### config.mk
export PLATFORM = sky130hd
export DESIGN_NAME = ipi_dest_resolver
export DESIGN_NICKNAME = d
export VERILOG_FILES = /design/src/rtl/ipi_res_pkg.sv /design/src/rtl/agent_match.sv /design/src/rtl/dest_select.sv /design/src/rtl/low_pick.sv /design/src/rtl/agent_cfg.sv /design/src/rtl/ipi_dest_resolver.sv
export SDC_FILE = /design/constraint.sdc
export NUM_CORES = 1
export LEC_CHECK = 0
export BUFFER_PORTS_ARGS = -buffer_cell sky130_fd_sc_hd__buf_4
export CAP_MARGIN = 20
export CORE_UTILIZATION = 40
export DETAILED_ROUTE_END_ITERATION = 6
export PLACE_DENSITY = 0.64
export REMOVE_ABC_BUFFERS = 1
export SLEW_MARGIN = 40
export SYNTH_ARGS = -nofsm -noshare
export SYNTH_HDL_FRONTEND = slang
export SYNTH_SLANG_ARGS = --single-unit
### constraint.sdc
create_clock -name clk -period 6.6 [get_ports clk]
set_input_delay 0.33 -clock clk [delete_from_list [all_inputs] [get_ports clk]]
set_output_delay 0.33 -clock clk [all_outputs]
set_load 0.02 [all_outputs]
### src/rtl/ipi_res_pkg.sv
package ipi_res_pkg;

  localparam int ID_W    = 8;
  localparam int MODEL_W = 4;

  localparam logic [MODEL_W-1:0] MODEL_FLAT    = 4'hF;
  localparam logic [MODEL_W-1:0] MODEL_CLUSTER = 4'h0;
  localparam logic [ID_W-1:0]    DEST_BCAST    = 8'hFF;

  typedef enum logic [2:0] {
    DM_FIXED   = 3'd0,
    DM_LOWPRI  = 3'd1,
    DM_SMI     = 3'd2,
    DM_RSV     = 3'd3,
    DM_NMI     = 3'd4,
    DM_INIT    = 3'd5,
    DM_STARTUP = 3'd6,
    DM_EXTINT  = 3'd7
  } dmode_e;

  typedef enum logic [1:0] {
    SH_DEST   = 2'd0,
    SH_SELF   = 2'd1,
    SH_ALL    = 2'd2,
    SH_OTHERS = 2'd3
  } shorthand_e;

  typedef struct packed {
    logic [7:0] vector;
    dmode_e     mode;
    logic       logical;
    logic       level;
    logic       trigger;
    shorthand_e shorthand;
  } cmd_t;

  typedef struct packed {
    logic fixed;
    logic lowpri;
    logic smi;
    logic nmi;
    logic init;
    logic startup;
    logic extint;
    logic init_deassert;
  } act_t;

  function automatic cmd_t unpack_cmd(input logic [31:0] w);
    cmd_t c;
    c.vector    = w[7:0];
    c.mode      = dmode_e'(w[10:8]);
    c.logical   = w[11];
    c.level     = w[14];
    c.trigger   = w[15];
    c.shorthand = shorthand_e'(w[19:18]);
    return c;
  endfunction

endpackage

### src/rtl/agent_match.sv
module agent_match
  import ipi_res_pkg::*;
(
  input  logic [ID_W-1:0]    dest,
  input  logic               logical,
  input  logic [ID_W-1:0]    phys_id,
  input  logic [ID_W-1:0]    log_byte,
  input  logic [MODEL_W-1:0] model,
  output logic               hit
);

  logic phys_hit;
  logic flat_hit;
  logic clus_hit;

  always_comb begin
    phys_hit = (dest == DEST_BCAST) || (dest == phys_id);
    flat_hit = (model == MODEL_FLAT) && (|(dest & log_byte));
    clus_hit = (model == MODEL_CLUSTER)
               && (dest[7:4] == log_byte[7:4])
               && (|(dest[3:0] & log_byte[3:0]));
    hit      = logical ? (flat_hit || clus_hit) : phys_hit;
  end

endmodule

### src/rtl/dest_select.sv
module dest_select
  import ipi_res_pkg::*;
#(
  parameter  int N_AGENTS = 8,
  localparam int IDX_W    = (N_AGENTS > 1) ? $clog2(N_AGENTS) : 1
) (
  input  logic [ID_W-1:0]            dest,
  input  logic                       logical,
  input  shorthand_e                 shorthand,
  input  logic [IDX_W-1:0]           sender_idx,
  input  logic [N_AGENTS-1:0]        present,
  input  logic [N_AGENTS*ID_W-1:0]   phys_ids,
  input  logic [N_AGENTS*ID_W-1:0]   log_bytes,
  input  logic [N_AGENTS*MODEL_W-1:0] models,
  output logic [N_AGENTS-1:0]        sel
);

  logic [N_AGENTS-1:0] match_vec;
  logic [N_AGENTS-1:0] self_vec;
  logic [N_AGENTS-1:0] raw_sel;

  for (genvar g = 0; g < N_AGENTS; g++) begin : g_agent
    agent_match u_match (
      .dest     (dest),
      .logical  (logical),
      .phys_id  (phys_ids[g*ID_W +: ID_W]),
      .log_byte (log_bytes[g*ID_W +: ID_W]),
      .model    (models[g*MODEL_W +: MODEL_W]),
      .hit      (match_vec[g])
    );
  end

  always_comb begin
    self_vec = '0;
    self_vec[sender_idx] = 1'b1;
    unique case (shorthand)
      SH_DEST:   raw_sel = match_vec;
      SH_SELF:   raw_sel = self_vec;
      SH_ALL:    raw_sel = '1;
      SH_OTHERS: raw_sel = ~self_vec;
      default:   raw_sel = '0;
    endcase
    sel = raw_sel & present;
  end

endmodule

### src/rtl/low_pick.sv
module low_pick #(
  parameter int N = 8
) (
  input  logic [N-1:0] req,
  output logic [N-1:0] grant
);

  always_comb begin
    grant = req & (~req + N'(1));
  end

endmodule

### src/rtl/agent_cfg.sv
module agent_cfg
  import ipi_res_pkg::*;
#(
  parameter  int N_AGENTS = 8,
  localparam int IDX_W    = (N_AGENTS > 1) ? $clog2(N_AGENTS) : 1
) (
  input  logic                        clk,
  input  logic                        rst_n,
  input  logic [IDX_W-1:0]            cfg_idx,
  input  logic [7:0]                  cfg_wdata,
  input  logic                        cfg_logical_we,
  input  logic                        cfg_model_we,
  input  logic [N_AGENTS-1:0]         arb_load,
  input  logic [N_AGENTS*ID_W-1:0]    phys_ids,
  output logic [N_AGENTS*ID_W-1:0]    log_bytes,
  output logic [N_AGENTS*MODEL_W-1:0] models,
  output logic [N_AGENTS*ID_W-1:0]    arb_ids
);

  for (genvar g = 0; g < N_AGENTS; g++) begin : g_reg
    logic [ID_W-1:0]    log_q,   log_n;
    logic [MODEL_W-1:0] model_q, model_n;
    logic [ID_W-1:0]    arb_q,   arb_n;
    logic               hit_idx;

    always_comb begin
      hit_idx = (cfg_idx == IDX_W'(g));
      log_n   = log_q;
      model_n = model_q;
      arb_n   = arb_q;
      if (cfg_logical_we && hit_idx) log_n   = cfg_wdata;
      if (cfg_model_we && hit_idx)   model_n = cfg_wdata[MODEL_W-1:0];
      if (arb_load[g])               arb_n   = phys_ids[g*ID_W +: ID_W];
    end

    always_ff @(posedge clk or negedge rst_n) begin
      if (!rst_n) begin
        log_q   <= '0;
        model_q <= MODEL_FLAT;
        arb_q   <= '0;
      end else begin
        log_q   <= log_n;
        model_q <= model_n;
        arb_q   <= arb_n;
      end
    end

    assign log_bytes[g*ID_W +: ID_W]     = log_q;
    assign models[g*MODEL_W +: MODEL_W]  = model_q;
    assign arb_ids[g*ID_W +: ID_W]       = arb_q;
  end

endmodule

### src/rtl/ipi_dest_resolver.sv
module ipi_dest_resolver
  import ipi_res_pkg::*;
#(
  parameter  int N_AGENTS = 8,
  localparam int IDX_W    = (N_AGENTS > 1) ? $clog2(N_AGENTS) : 1
) (
  input  logic                     clk,
  input  logic                     rst_n,
  input  logic                     cmd_lo_we,
  input  logic [31:0]              cmd_lo_wdata,
  input  logic                     cmd_hi_we,
  input  logic [31:0]              cmd_hi_wdata,
  input  logic [IDX_W-1:0]         sender_idx,
  input  logic [N_AGENTS-1:0]      agent_present,
  input  logic [N_AGENTS*8-1:0]    agent_phys_id,
  input  logic [IDX_W-1:0]         cfg_idx,
  input  logic [7:0]               cfg_wdata,
  input  logic                     cfg_logical_we,
  input  logic                     cfg_model_we,
  output logic                     dlv_valid,
  output logic [7:0]               dlv_vector,
  output logic [N_AGENTS-1:0]      dlv_mask,
  output logic [N_AGENTS-1:0]      lowpri_sel,
  output logic                     act_fixed,
  output logic                     act_lowpri,
  output logic                     act_smi,
  output logic                     act_nmi,
  output logic                     act_init,
  output logic                     act_startup,
  output logic                     act_extint,
  output logic                     act_init_deassert,
  output logic [N_AGENTS*8-1:0]    arb_id
);

  // reset: asserted asynchronously, released through two flops
  logic rst_meta_q, rst_sync_q;
  always_ff @(posedge clk or negedge rst_n) begin
    if (!rst_n) begin
      rst_meta_q <= 1'b0;
      rst_sync_q <= 1'b0;
    end else begin
      rst_meta_q <= 1'b1;
      rst_sync_q <= rst_meta_q;
    end
  end

  // high command word
  logic [ID_W-1:0] dest_q, dest_n;
  always_comb begin
    dest_n = dest_q;
    if (cmd_hi_we) dest_n = cmd_hi_wdata[31:24];
  end
  always_ff @(posedge clk or negedge rst_sync_q) begin
    if (!rst_sync_q) dest_q <= '0;
    else             dest_q <= dest_n;
  end

  cmd_t cmd;
  assign cmd = unpack_cmd(cmd_lo_wdata);

  logic [N_AGENTS*ID_W-1:0]    log_bytes;
  logic [N_AGENTS*MODEL_W-1:0] models;
  logic [N_AGENTS-1:0]         sel;
  logic [N_AGENTS-1:0]         low_grant;
  logic [N_AGENTS-1:0]         arb_load;

  dest_select #(.N_AGENTS(N_AGENTS)) u_sel (
    .dest       (dest_q),
    .logical    (cmd.logical),
    .shorthand  (cmd.shorthand),
    .sender_idx (sender_idx),
    .present    (agent_present),
    .phys_ids   (agent_phys_id),
    .log_bytes  (log_bytes),
    .models     (models),
    .sel        (sel)
  );

  low_pick #(.N(N_AGENTS)) u_low (
    .req   (sel),
    .grant (low_grant)
  );

  // decode of action
  logic                is_deassert;
  logic                any_sel;
  act_t                act_n, act_q;
  logic [N_AGENTS-1:0] mask_n, mask_q;
  logic [N_AGENTS-1:0] low_n, low_q;
  logic [7:0]          vec_n, vec_q;
  logic                valid_n, valid_q;

  always_comb begin
    is_deassert = (cmd.mode == DM_INIT) && !cmd.level && cmd.trigger;
    any_sel     = |sel;
    act_n       = '0;
    mask_n      = '0;
    low_n       = '0;
    vec_n       = '0;
    valid_n     = cmd_lo_we;
    if (cmd_lo_we) begin
      vec_n = cmd.vector;
      if (any_sel && cmd.mode != DM_RSV) begin
        mask_n = sel;
        unique case (cmd.mode)
          DM_FIXED:   act_n.fixed   = 1'b1;
          DM_LOWPRI: begin
            act_n.lowpri = 1'b1;
            low_n        = low_grant;
          end
          DM_SMI:     act_n.smi     = 1'b1;
          DM_NMI:     act_n.nmi     = 1'b1;
          DM_INIT: begin
            if (is_deassert) act_n.init_deassert = 1'b1;
            else             act_n.init          = 1'b1;
          end
          DM_STARTUP: act_n.startup = 1'b1;
          DM_EXTINT:  act_n.extint  = 1'b1;
          default:    act_n         = '0;
        endcase
      end
    end
    arb_load = (cmd_lo_we && is_deassert) ? sel : '0;
  end

  always_ff @(posedge clk or negedge rst_sync_q) begin
    if (!rst_sync_q) begin
      valid_q <= 1'b0;
      vec_q   <= '0;
      mask_q  <= '0;
      low_q   <= '0;
      act_q   <= '0;
    end else begin
      valid_q <= valid_n;
      vec_q   <= vec_n;
      mask_q  <= mask_n;
      low_q   <= low_n;
      act_q   <= act_n;
    end
  end

  agent_cfg #(.N_AGENTS(N_AGENTS)) u_cfg (
    .clk            (clk),
    .rst_n          (rst_sync_q),
    .cfg_idx        (cfg_idx),
    .cfg_wdata      (cfg_wdata),
    .cfg_logical_we (cfg_logical_we),
    .cfg_model_we   (cfg_model_we),
    .arb_load       (arb_load),
    .phys_ids       (agent_phys_id),
    .log_bytes      (log_bytes),
    .models         (models),
    .arb_ids        (arb_id)
  );

  assign dlv_valid         = valid_q;
  assign dlv_vector        = vec_q;
  assign dlv_mask          = mask_q;
  assign lowpri_sel        = low_q;
  assign act_fixed         = act_q.fixed;
  assign act_lowpri        = act_q.lowpri;
  assign act_smi           = act_q.smi;
  assign act_nmi           = act_q.nmi;
  assign act_init          = act_q.init;
  assign act_startup       = act_q.startup;
  assign act_extint        = act_q.extint;
  assign act_init_deassert = act_q.init_deassert;

endmodule

==> results of run 1 <==
## kinds of logic after synthesis
| logic type | count (synthesis) | share of synthesized area [%] |
|---|---|---|
| AO/OA/AOI/OAI | 57 | 4.22 |
| XOR/XNOR | 72 | 6.53 |
| adder cells (fa/ha/maj) | 32 | 4.15 |
| buffers and inverters | 29 | 1.99 |
| flip-flops | 203 | 53.0 |
| multiplexers | 168 | 19.6 |
| other | 1 | 0.0388 |
| AND/OR/NAND/NOR | 159 | 10.5 |
## power breakdown
part / switching (mW) / total (mW) / leakage [nW] / internal (mW)
clock: 0.517 / 1.39 / 0.409 / 0.869
sequential: 0.120 / 1.58 / 2.53 / 1.46
combinational: 0.332 / 0.693 / 2.71 / 0.362
total: 0.969 / 3.66 / 5.65 / 2.69
## layer usage
layer / vias up / track usage, %
li1: 3106 / -
met4: 0 / 5.13
met5: - / 0
met3: 35 / 3.74
met2: 217 / 35.9
met1: 3361 / 27.9
## stage by stage
| stage | instances | utilization, % | hold slack (ns) | total power, mW |
|---|---|---|---|---|
| 2_1_floorplan | 693 | - | 0.0344 | 2.00 |
| 3_3_place_gp | 1233 | 49.0 | 0.125 | 2.27 |
| 3_5_place_dp | 1233 | 49.1 | 0.124 | 2.30 |
| 4_1_cts | 1278 | 52.7 | 0.0115 | 3.70 |
| 5_1_grt | 1280 | 52.9 | 0.0166 | 3.84 |
| 6_report | 1280 | 52.9 | 0.0315 | 3.66 |
## sequential cells by signal (all words and copies together) (netlist names)
name / flops
act_extint: 1
act_fixed: 1
act_init: 1
act_init_deassert: 1
act_lowpri: 1
act_nmi: 1
act_smi: 1
act_startup: 1
dest_q: 8
dlv_mask: 8
dlv_valid: 1
dlv_vector: 8
lowpri_sel: 8
rst_meta_q: 1
rst_sync_q: 1
u_cfg.g.arb_q: 64
u_cfg.g.log_q: 64
u_cfg.g.model_q: 32
## path summary, 6_finish.rpt
kind	endpoint	slack, ns	cells after the start
max in group asynchronous	u_cfg.g_reg[6].arb_q[2]	5.31	2
min	dlv_valid	0.03	1
min in group asynchronous	rst_meta_q	0.13	2
max	u_cfg.g_reg[7].arb_q[0]	3.36	8
max reg2reg	u_cfg.g_reg[7].arb_q[0]	3.36	8
min reg2reg	u_cfg.g_reg[3].log_q[0]	0.20	0
## final cells by class
class | count | area, sq um
inverters | 1 | 3.75
well taps | 319 | 399
clock inverters | 7 | 119
multi-input cells | 489 | 4350
flip-flops and latches | 203 | 5120
fillers | 2091 | 11100
clock buffers | 37 | 721
repair buffers | 224 | 1730
## cells in the mapped netlist (2+ instances only)
| library cell | number | share of area [%] |
|---|---|---|
| dfrtp_1 | 171 | 44 |
| mux2_2 | 168 | 20 |
| xnor2_1 | 68 | 6.2 |
| dfstp_2 | 32 | 8.7 |
| ha_1 | 32 | 4.1 |
| nand4_1 | 30 | 1.9 |
| nor4_1 | 17 | 1.1 |
| nor2_1 | 16 | 0.62 |
| nand3_1 | 15 | 0.78 |
| a22o_1 | 14 | 1.3 |
| clkbuf_1 | 13 | 0.51 |
| nor3_1 | 13 | 0.67 |
| o211ai_1 | 13 | 1.0 |
| or4_1 | 9 | 0.70 |
| and2_1 | 8 | 0.52 |
| buf_6 | 8 | 0.93 |
| nand2_1 | 8 | 0.31 |
| o21ai_0 | 8 | 0.41 |
| a31oi_1 | 7 | 0.45 |
| buf_4 | 6 | 0.47 |
| nand2b_1 | 6 | 0.39 |
| and3_1 | 4 | 0.26 |
| nand2_2 | 4 | 0.26 |
| nand3b_1 | 4 | 0.31 |
| xor2_1 | 4 | 0.36 |
| a21boi_0 | 3 | 0.23 |
| a21boi_1 | 3 | 0.23 |
| nor2_4 | 3 | 0.35 |
| nor2b_1 | 3 | 0.19 |
| nor3_2 | 3 | 0.31 |
| nor3b_1 | 3 | 0.23 |
| o21ai_1 | 3 | 0.16 |
| a22oi_1 | 2 | 0.16 |
| nand4b_1 | 2 | 0.18 |
| nor3b_2 | 2 | 0.26 |
## worst register-to-register path, cell delays in order, from the launching register on
cell and delay, ns:
dfrtp_1 0.63, buf_4 0.37, ha_1 0.29, nor4_1 0.30
a21oi_1 0.11, o21ai_0 0.35, nand4_1 0.36, nor2_4 0.35
mux2_2 0.37
## what timing repair did
item | CTS | global route
gates resized for setup | 0 | 0
setup buffers | 0 | 0
hold buffers | 1 | 0
endpoints found under the hold margin | 2 | 0
==> out/qor.yml, run 1 <==
status: "finished clean"
fin_worst_skew_ns: 0.0108
core_area_sq_um: 23500
rsz0062_at_grt: "false"
route.met3.wl_um: 1820
diodes: 0
htree_levels: 1
post_dp_cell_area_sq_um: 11600
peakVddDrop_uv: 160
die_y_um: 157
critical_path.max_stage_delay_ns: 0.63
cpMaxStageDelayCell: "dfrtp_1"
gp_congestion: 0.793
wirelength_um: 26000
via_per_inst: 5.25
worst_slack_ns: 3.36
synth_flop_cell: "dfrtp_1"
synth-edff-count: 0
synthToLayoutAreaGrowth_pct: 28.9
vias: 6719
detail_route.iter0.violations: 273
drive_gt1_share_pct: 49.7
port_buffers: 212
arrival_ns: 3.64
finalSetupTns_ns: 0
critPathLaunch: "dest_q[5]"
path_class: "register to register"
grt_start_max_net_pins: 147
timing.final.crit_share_pct: 49.1
nets: 1131
min_from: "cmd_lo_we"
highest_layer: "met4"
p_leak_nw: 5.65
yosys_warnings: 0
cp-start-kind: "register"
grtUsageTotal_pct: 21.1
io_pins: 253
syn_inst: 721
die-width_um: 157
yosysSeqAreaShare_pct: 53.0
cts_inserted_buffers: 24
yosysUniqueCellTypes: 51
end_kind: "register"
fmax_ghz: 0.308
dp_hpwl_um: 18400
slew_headroom_pct: 50.9
final_common_cell: "buf_4"
worstPathMaxFanout: 12
synth_area_per_cell_sq_um: 13.4
grt_pass1_vias: 6890
cts_root_buf: "clkbuf_16"
crit_family: "simple AND/OR/NAND/NOR gates"
final_area_sq_um: 12400
placementRows: 56
syn_area_sq_um: 9660
rr_startpoint: "dest_q[5]"
clkTransAtPathRegs_ns: 0.06
wl_per_cell_um: 20.3
gr-total-overflow: 0
grt_pass1_wl_um: 39700
cts.sinks: 203
synthArstFlopShare_pct: 100
post-place-ws_ns: 3.37
cp_num_buf_inv: 1
initial_utilization_pct: 41.0
setup_viol: 0
drc_errors: 0
min_period_ns: 3.24
slew_violations: 0
final_cell_mix: "buf_4 (220), dfrtp_1 (170), mux2_2 (168)"
path_cells: "buf_4, ha_1, nor4_1, a21oi_1, o21ai_0, nand4_1, nor2_4, mux2_2"
power.density_nw_per_um2: 294
clk-insertion-delay-late_ns: 0.52
dieArea_sq_um: 24800
hold_viol_final: 0
drtPass1Iterations: 4
postRouteAntennaNets: 0
tightest_slew_ns: 0.732
cts_tree: "done"
ys_seq_elements: 203
dr_wl_met2_um: 12400
hp-class: "input pin to register"
crit_required_ns: 7.00
drv_cap: 0
met1_length_um: 11300
grt_antenna_before_repair: 0
clock_tree.buffer_depth: 3
(Power assumes the default switching activity.)
==> run 2: changes to the inputs <==
ABC_AREA = 1   (was unset)
PLACE_DENSITY = 0.66   (was 0.64)
clock period = 2.7 ns   (was 6.6 ns; I/O delays follow)
==> run 2 against run 1 <==
The flow now finishes with violations (design-rule violations). Die area is 4.8% higher. Sequential share of layout area is 4.6 points lower. Routed wire length up 19%. Critical path type unchanged. Largest cell class unchanged. Largest power group unchanged. Highest routed layer unchanged.
==> out/qor.yml, run 2 <==
status: "finished with violations"
violations: "design-rule violations"
postRouteAntennaNets: 0  # unchanged
path_class: "register to register"
synth_common_cells: "nand2_1 (451), dfrtp_1 (171), o21ai_0 (116), nor2_1 (95), inv_1 (88)"
final_cell_mix: "nand2_1 (451), buf_4 (236), dfrtp_1 (167)"
setup_viol: 0  # unchanged
syn_area_sq_um: 10100  # +4.9%
ys_seq_elements: 203  # unchanged
core_area_sq_um: 24600  # +4.5%
critical_path.max_stage_delay_ns: 0.39  # -0.24 ns
synthArstFlopShare_pct: 100  # unchanged
synth_top_cell_by_area: "dfrtp_1"
grtUsageMet2_pct: 41.4  # +5.4 points
io_pins: 253  # unchanged
placementRows: 57  # +1.8%
rsz0062_at_grt: "false"
port_buffers: 212  # unchanged
dieArea_sq_um: 26000  # +4.8%
drtPass1Iterations: 7  # +3
cts_root_buf: "clkbuf_16"
fin_worst_skew_ns: 0.0210  # +0.0101 ns
slew_headroom_pct: 58.0  # +7.2 points
grt_use_met1_pct: 30.8  # +3.0 points
synthToLayoutAreaGrowth_pct: 38.3
synth_flop_cell: "dfrtp_1"
ys_top_cells_by_area: "dfrtp_1 (42%), nand2_1 (17%), dfstp_2 (8.3%)"
vias: 9398  # +40%
wl_per_cell_um: 16.0  # -21%
cts_inserted_buffers: 24  # unchanged
utilization_pct: 56.9  # +4.1 points
yosysSeqAreaShare_pct: 50.5  # -2.5 points
p_leak_nw: 7.19  # +27%
grt_pass1_vias: 9235  # +34%
detail_route.iter0.violations: 736  # +170%
clock_tree.buffer_depth: 3  # unchanged
grt.busiest_layer: "met2"
htree_levels: 1  # unchanged
arrival_ns: 2.86  # -0.78 ns
reg_top3: "u_cfg.g.arb_q: 64 flops, u_cfg.g.log_q: 64 flops, u_cfg.g.model_q: 32 flops"
via_per_inst: 4.88  # -7.0%
diodes: 0  # unchanged
slew_violations: 0  # unchanged
grtUsageTotal_pct: 23.9  # +2.7 points
gp_congestion: 0.883  # +11%
power.density_nw_per_um2: 623  # +110%
final_common_cell: "nand2_1"
min_period_ns: 2.48  # -0.765 ns
clk-insertion-delay-late_ns: 0.52  # about the same
nets: 1771  # +57%
yosys_warnings: 0  # unchanged
initial_utilization_pct: 41.2  # +0.15 points
grt_pass1_wl_um: 49000  # +23%
fmax_ghz: 0.404  # +31%
dp_hpwl_um: 21600  # +18%
end_kind: "register"
peakVddDrop_uv: 372  # +130%
cts_tree: "done"
post_dp_cell_area_sq_um: 12100  # +4.9%
wirelength_um: 30900  # +19%
drc_errors: 10  # +10
path_cells: "buf_4, ha_1, nor2_1, nand2_1, nor2_1, nand2_1, nand3_1, nand2_1, nand2_1, nand2_2, inv_1, nand2_1, nand2_1, o21ai_1"
yosysUniqueCellTypes: 33  # -35%
cts.sinks: 203  # unchanged
grt_start_max_net_pins: 55  # -63%
cts_setup_buffers: 0  # unchanged
die_y_um: 161  # +2.4%
gr-total-overflow: 0  # unchanged
drv_cap: 0  # unchanged
hold_slack_ns: 0.0251  # -0.00632 ns
hp-class: "input pin to register"
cp-start-kind: "register"
synth-edff-count: 0  # unchanged
drive_gt1_share_pct: 22.7  # -27 points
timing.final.crit_share_pct: 91.7  # +43 points
crit_required_ns: 3.08  # -3.92 ns
synth_area_per_cell_sq_um: 8.12  # -39%
grt_antenna_before_repair: 0  # unchanged
hold_viol_final: 0  # unchanged
cpMaxStageDelayCell: "dfrtp_1"
path_common_cell: "nand2_1"
die-width_um: 161  # +2.4%
synth_most_common_cell: "nand2_1"
clkTransAtPathRegs_ns: 0.06  # about the same
final_area_sq_um: 14000  # +13%
tightest_slew_ns: 0.629  # -0.103 ns
worstPathMaxFanout: 13  # +1
netlist.area_leader.share_pct: 42.2  # -2.1 points
syn_inst: 1247  # +73%
grt_util_met3_pct: 3.75  # +0.0049 points
==> run 2: cell types whose count changed in the layout (fill, tap and decap cells not counted), sizes merged, moves of 17 or more <==
cell         before  now
nand4            30   11
mux2            168    3
nand3            15   84
nand2            12  463
xnor2            68   43
nor2             19  110
nor4             17    0
dlygate4sd3       1  112
buf             223  240
o21ai            11  129
inv               2  101
==> run 2: final cells by class <==
type                       instances  area, sq um
sequential                       203         5130
clock buffer                      33          686
timing repair buffer             352         2970
tap                              324          405
inverter                         101          379
fill                            2187        10600
clock inverter                    11         60.1
multi-input combinational        901         4380
==> run 2: cell families (layout without fill, tap and decap cells) <==
logic type | Yosys count | in the layout | share of synthesized area, %
and+or+nand+nor | 685 | 685 | 28.2
DFF | 203 | 203 | 50.5
buffers and inverters | 143 | 497 | 6.21
AOI/OAI and AO/OA | 137 | 137 | 7.00
xor gates and xnor gates | 43 | 43 | 3.72
adders and majority gates | 32 | 32 | 3.95
muxes | 3 | 3 | 0.333
other | 1 | 1 | 0.0370
==> run 2: worst paths after layout <==
| check | startpoint | endpoint | slack [ns] | depth (start not counted) |
|---|---|---|---|---|
| max in group asynchronous | rst_sync_q | dest_q[0] | 1.77 | 1 |
| min | agent_present[5] | dlv_mask[5] | 0.03 | 5 |
| max reg2reg | dest_q[6] | u_cfg.g_reg[7].arb_q[0] | 0.22 | 14 |
| max | dest_q[6] | u_cfg.g_reg[7].arb_q[0] | 0.22 | 14 |
| min in group asynchronous | rst_sync_q | u_cfg.g_reg[2].arb_q[7] | 0.27 | 0 |
| min reg2reg | rst_sync_q | u_cfg.g_reg[2].arb_q[7] | 0.27 | 0 |
==> run 2: metal layers <==
metal | share of wire (%) | up-vias
met3 | 6.7 | 57
met1 | 42 | 4401
met2 | 48 | 325
met5 | 0 | -
met4 | 2.6 | 0
li1 | - | 4615
==> run 2: per-stage QoR <==
step           setup slack, ns  setup TNS, ns  std cells  power [mW]
6_report                 0.224              0       1925        8.73
5_1_grt                 0.0307              0       1925        9.21
4_1_cts                  0.120              0       1924        8.78
3_5_place_dp             0.153              0       1768        5.56
3_3_place_gp             0.205              0       1768        5.51
2_1_floorplan            -3.32        -615.70       1205        4.81
==> run 2: critical path: cells and delay by family, from the launching register on <==
| family | cells | cell delay, ns |
|---|---|---|
| AOI/OAI and AO/OA | 1 | 0.08 |
| buffers and inverters | 2 | 0.40 |
| adders and majority gates | 1 | 0.32 |
| and+or+nand+nor | 10 | 1.15 |
| DFF | 1 | 0.39 |
==> run 2: power by group <==
group          switching [mW]  internal (mW)  leakage (nW)
sequential              0.268           3.51          2.57
combinational            1.06          0.839          4.25
clock                    1.28           1.77         0.373
==> run 2: timing repair <==
| action | 4_1_cts | 5_1_grt |
|---|---|---|
| hold endpoints to repair | 99 | 0 |
| resized for setup | 0 | 3 |
| hold buffers | 112 | 0 |
| endpoints found under the setup margin | 0 | 19 |
==> run 3: changes to the inputs <==
CTS_BUF_LIST = sky130_fd_sc_hd__clkbuf_4 sky130_fd_sc_hd__clkbuf_8   (was unset)
==> run 3 against run 2 <==
The run now ends clean. Worst setup slack gained 0.061 ns. Final cell count grew 1.7%. Clock skew grew 0.029 ns. Fmax grew 2.5%. Sequential share of layout area shrank 0.44 points. Sequential power is essentially flat. Worst hold slack lost 0.0099 ns. Register-to-register slack gained 0.06 ns. Global-route usage grew 0.31 points. Routed wire length grew 0.67%. Clock power grew 8.5%. Clock-buffer cell count grew 29. Critical endpoint is now u_cfg.g_reg[4].arb_q[4].
==> out/qor.yml, run 3 (synthesized netlist as in run 2, its figures left out) <==
status: "finished clean"
hp-class: "input pin to register"
slew_violations: 0  # unchanged
r2r_slack_ns: 0.28  # +0.06 ns
dr_wl_met2_um: 14800  # -1.1%
detail_route.iter0.violations: 788  # +7.1%
clkPwrFrac_pct: 36.8  # +1.8 points
p_int_mw: 6.33  # +3.4%
synthToLayoutAreaGrowth_pct: 40.0
grt_pass1_vias: 9351  # +1.3%
slew_headroom_pct: 59.5  # +1.5 points
switching_power_mw: 2.65  # +1.7%
rsz0062_at_grt: "false"
fmax_ghz: 0.414  # +2.5%
final_area_sq_um: 14200  # +1.2%
grt_antenna_before_repair: 0  # unchanged
final_cell_mix: "nand2_1 (451), buf_4 (236), dfrtp_1 (167)"
vias: 9504  # +1.1%
power.density_nw_per_um2: 634  # +1.7%
final_cells: 1957  # +1.7%
path_common_cell: "nand2_1"
end_kind: "register"
placementRows: 57  # unchanged
min_from: "agent_present[7]"
tightest_slew_ns: 0.606  # -0.0222 ns
nets: 1791  # +1.1%
rr_endpoint: "u_cfg.g_reg[4].arb_q[4]"
holdPathEnd: "dlv_mask[7]"
worstPathMaxFanout: 12  # -1
crit_required_ns: 3.10  # +0.02 ns
postRouteAntennaNets: 0  # unchanged
dieArea_sq_um: 26000  # unchanged
reg_top3: "u_cfg.g.arb_q: 64 flops, u_cfg.g.log_q: 64 flops, u_cfg.g.model_q: 32 flops"
htree_levels: 2  # +1
setup_viol: 0  # unchanged
p_leak_nw: 7.30  # +1.6%
cp_num_buf_inv: 2  # unchanged
initial_utilization_pct: 41.2  # unchanged
peakVddDrop_uv: 357  # -4.1%
wl_per_cell_um: 15.9  # -0.98%
grtUsageTotal_pct: 24.2  # +0.31 points
grt_start_max_net_pins: 55  # unchanged
grt_pass1_wl_um: 49200  # +0.45%
timing.final.crit_share_pct: 89.5  # -2.2 points
final_common_cell: "nand2_1"
crit_family: "simple AND/OR/NAND/NOR gates"
met1_length_um: 13400  # +2.0%
cts_inserted_buffers: 38  # +58%
cts_root_buf: "clkbuf_8"
critical_path.max_stage_delay_ns: 0.41  # +0.02 ns
port_buffers: 212  # unchanged
fin_worst_skew_ns: 0.0501  # +0.0291 ns
io_pins: 253  # unchanged
post_dp_cell_area_sq_um: 12100  # unchanged
die_y_um: 161  # unchanged
clock_tree.buffer_depth: 3  # unchanged
diodes: 0  # unchanged
cp-start-kind: "register"
drc_errors: 0  # -10
cts.sinks: 203  # unchanged
min_path_cells: 5  # unchanged
p_total_mw: 8.99  # +2.9%
drtPass1Iterations: 5  # -2
rr_startpoint: "dest_q[7]"
cts_tree: "done"
drive_gt1_share_pct: 24.2  # +1.5 points
die-width_um: 161  # unchanged
cpMaxStageDelayCell: "dfrtp_1"
route.met3.wl_um: 2010  # -3.7%
min_period_ns: 2.42  # -0.0605 ns
cts_setup_buffers: 0  # unchanged
arrival_ns: 2.82  # -0.04 ns
p_seq_share_pct: 42.0  # -1.2 points
path_cells: "buf_4, ha_1, nor2_1, nand2_1, nor2_1, o21ai_0, nand3_1, nand2_1, nand2_1, nand2_2, inv_2, nand2_1, nand2_1, nand2_1"
highest_layer: "met4"
drv_cap: 0  # unchanged
pwr-share-comb_pct: 21.2  # -0.6 points
via_per_inst: 4.86  # -0.53%
path_class: "register to register"
dp_hpwl_um: 21600  # unchanged
r2r_cells: 14  # unchanged
gr-total-overflow: 0  # unchanged
wirelength_um: 31100  # +0.67%
finalSetupTns_ns: 0  # unchanged
clkTransAtPathRegs_ns: 0.06  # about the same
placed_cells: 1768  # unchanged
p_sw_share_pct: 29.5  # -0.35 points
core_area_sq_um: 24600  # unchanged
clk-insertion-delay-late_ns: 0.56  # +0.04 ns
gp_congestion: 0.883  # unchanged
hold_viol_final: 0  # unchanged
-- run 3: cell types whose count changed in the layout (fill, tap and decap cells not counted), moves of 4 or more --
cell           before  now
clkinv_2            8    4
clkbuf_4            0   15
clkbuf_16          25    0
dlygate4sd3_1     112  118
clkbuf_8            3   47
clkbuf_1            5    0
-- run 3: worst max path at each step --
stage,start,end,slack [ns],depth (start not counted)
after floorplan,rst_sync_q,act_extint,-3.32,0
after global placement,dest_q[0],u_cfg.g_reg[0].arb_q[4],0.21,13
after detailed placement,dest_q[5],u_cfg.g_reg[4].arb_q[3],0.15,13
after CTS,dest_q[0],u_cfg.g_reg[0].arb_q[1],0.14,13
after global routing,dest_q[6],u_cfg.g_reg[4].arb_q[6],0.01,14
final,dest_q[7],u_cfg.g_reg[4].arb_q[4],0.28,14
-- run 3: layout make-up --
cell class	instances	area, sq um
Inverter	101	379
Tap cell	324	405
Clock buffer	62	759
Multi-Input combinational cell	901	4380
Fill cell	2168	10400
Clock inverter	8	97.6
Timing Repair Buffer	358	3030
Sequential cell	203	5130
-- run 3: power by group through the flow --
stage	combinational (mW)	sequential [mW]	clock [mW]
3_5_place_dp	1.74	3.83	0
2_1_floorplan	0.849	3.96	0
6_report	1.90	3.78	3.31
5_1_grt	2.14	3.83	3.52
4_1_cts	1.89	3.78	3.39
3_3_place_gp	1.70	3.82	0
-- run 3: routing by layer --
| layer | vias up | track usage, % |
|---|---|---|
| met5 | - | 0 |
| met2 | 369 | 40.6 |
| met3 | 67 | 4.01 |
| met4 | 0 | 9.22 |
| li1 | 4661 | - |
| met1 | 4407 | 31.2 |
-- run 3: tightest hold or removal path, stage by stage --
cell	delay [ns]
buf_4	0.11
nand2_1	0.05
inv_1	0.04
nand2_2	0.13
nor2_2	0.05
-- run 3: timing repair --
item	4_1_cts	5_1_grt
hold buffers	118	0
resized for setup	0	3
setup endpoints to repair	0	13
hold endpoints to repair	104	0
-- run 3: per-stage QoR --
step           setup WS, ns  hold slack (ns)  utilization (%)
6_report              0.284           0.0153             57.6
5_1_grt              0.0127           0.0208             57.6
4_1_cts               0.139          0.00271             57.5
3_5_place_dp          0.153          -0.0788             49.3
3_3_place_gp          0.205          -0.0824             49.3
2_1_floorplan         -3.32           -0.161                -
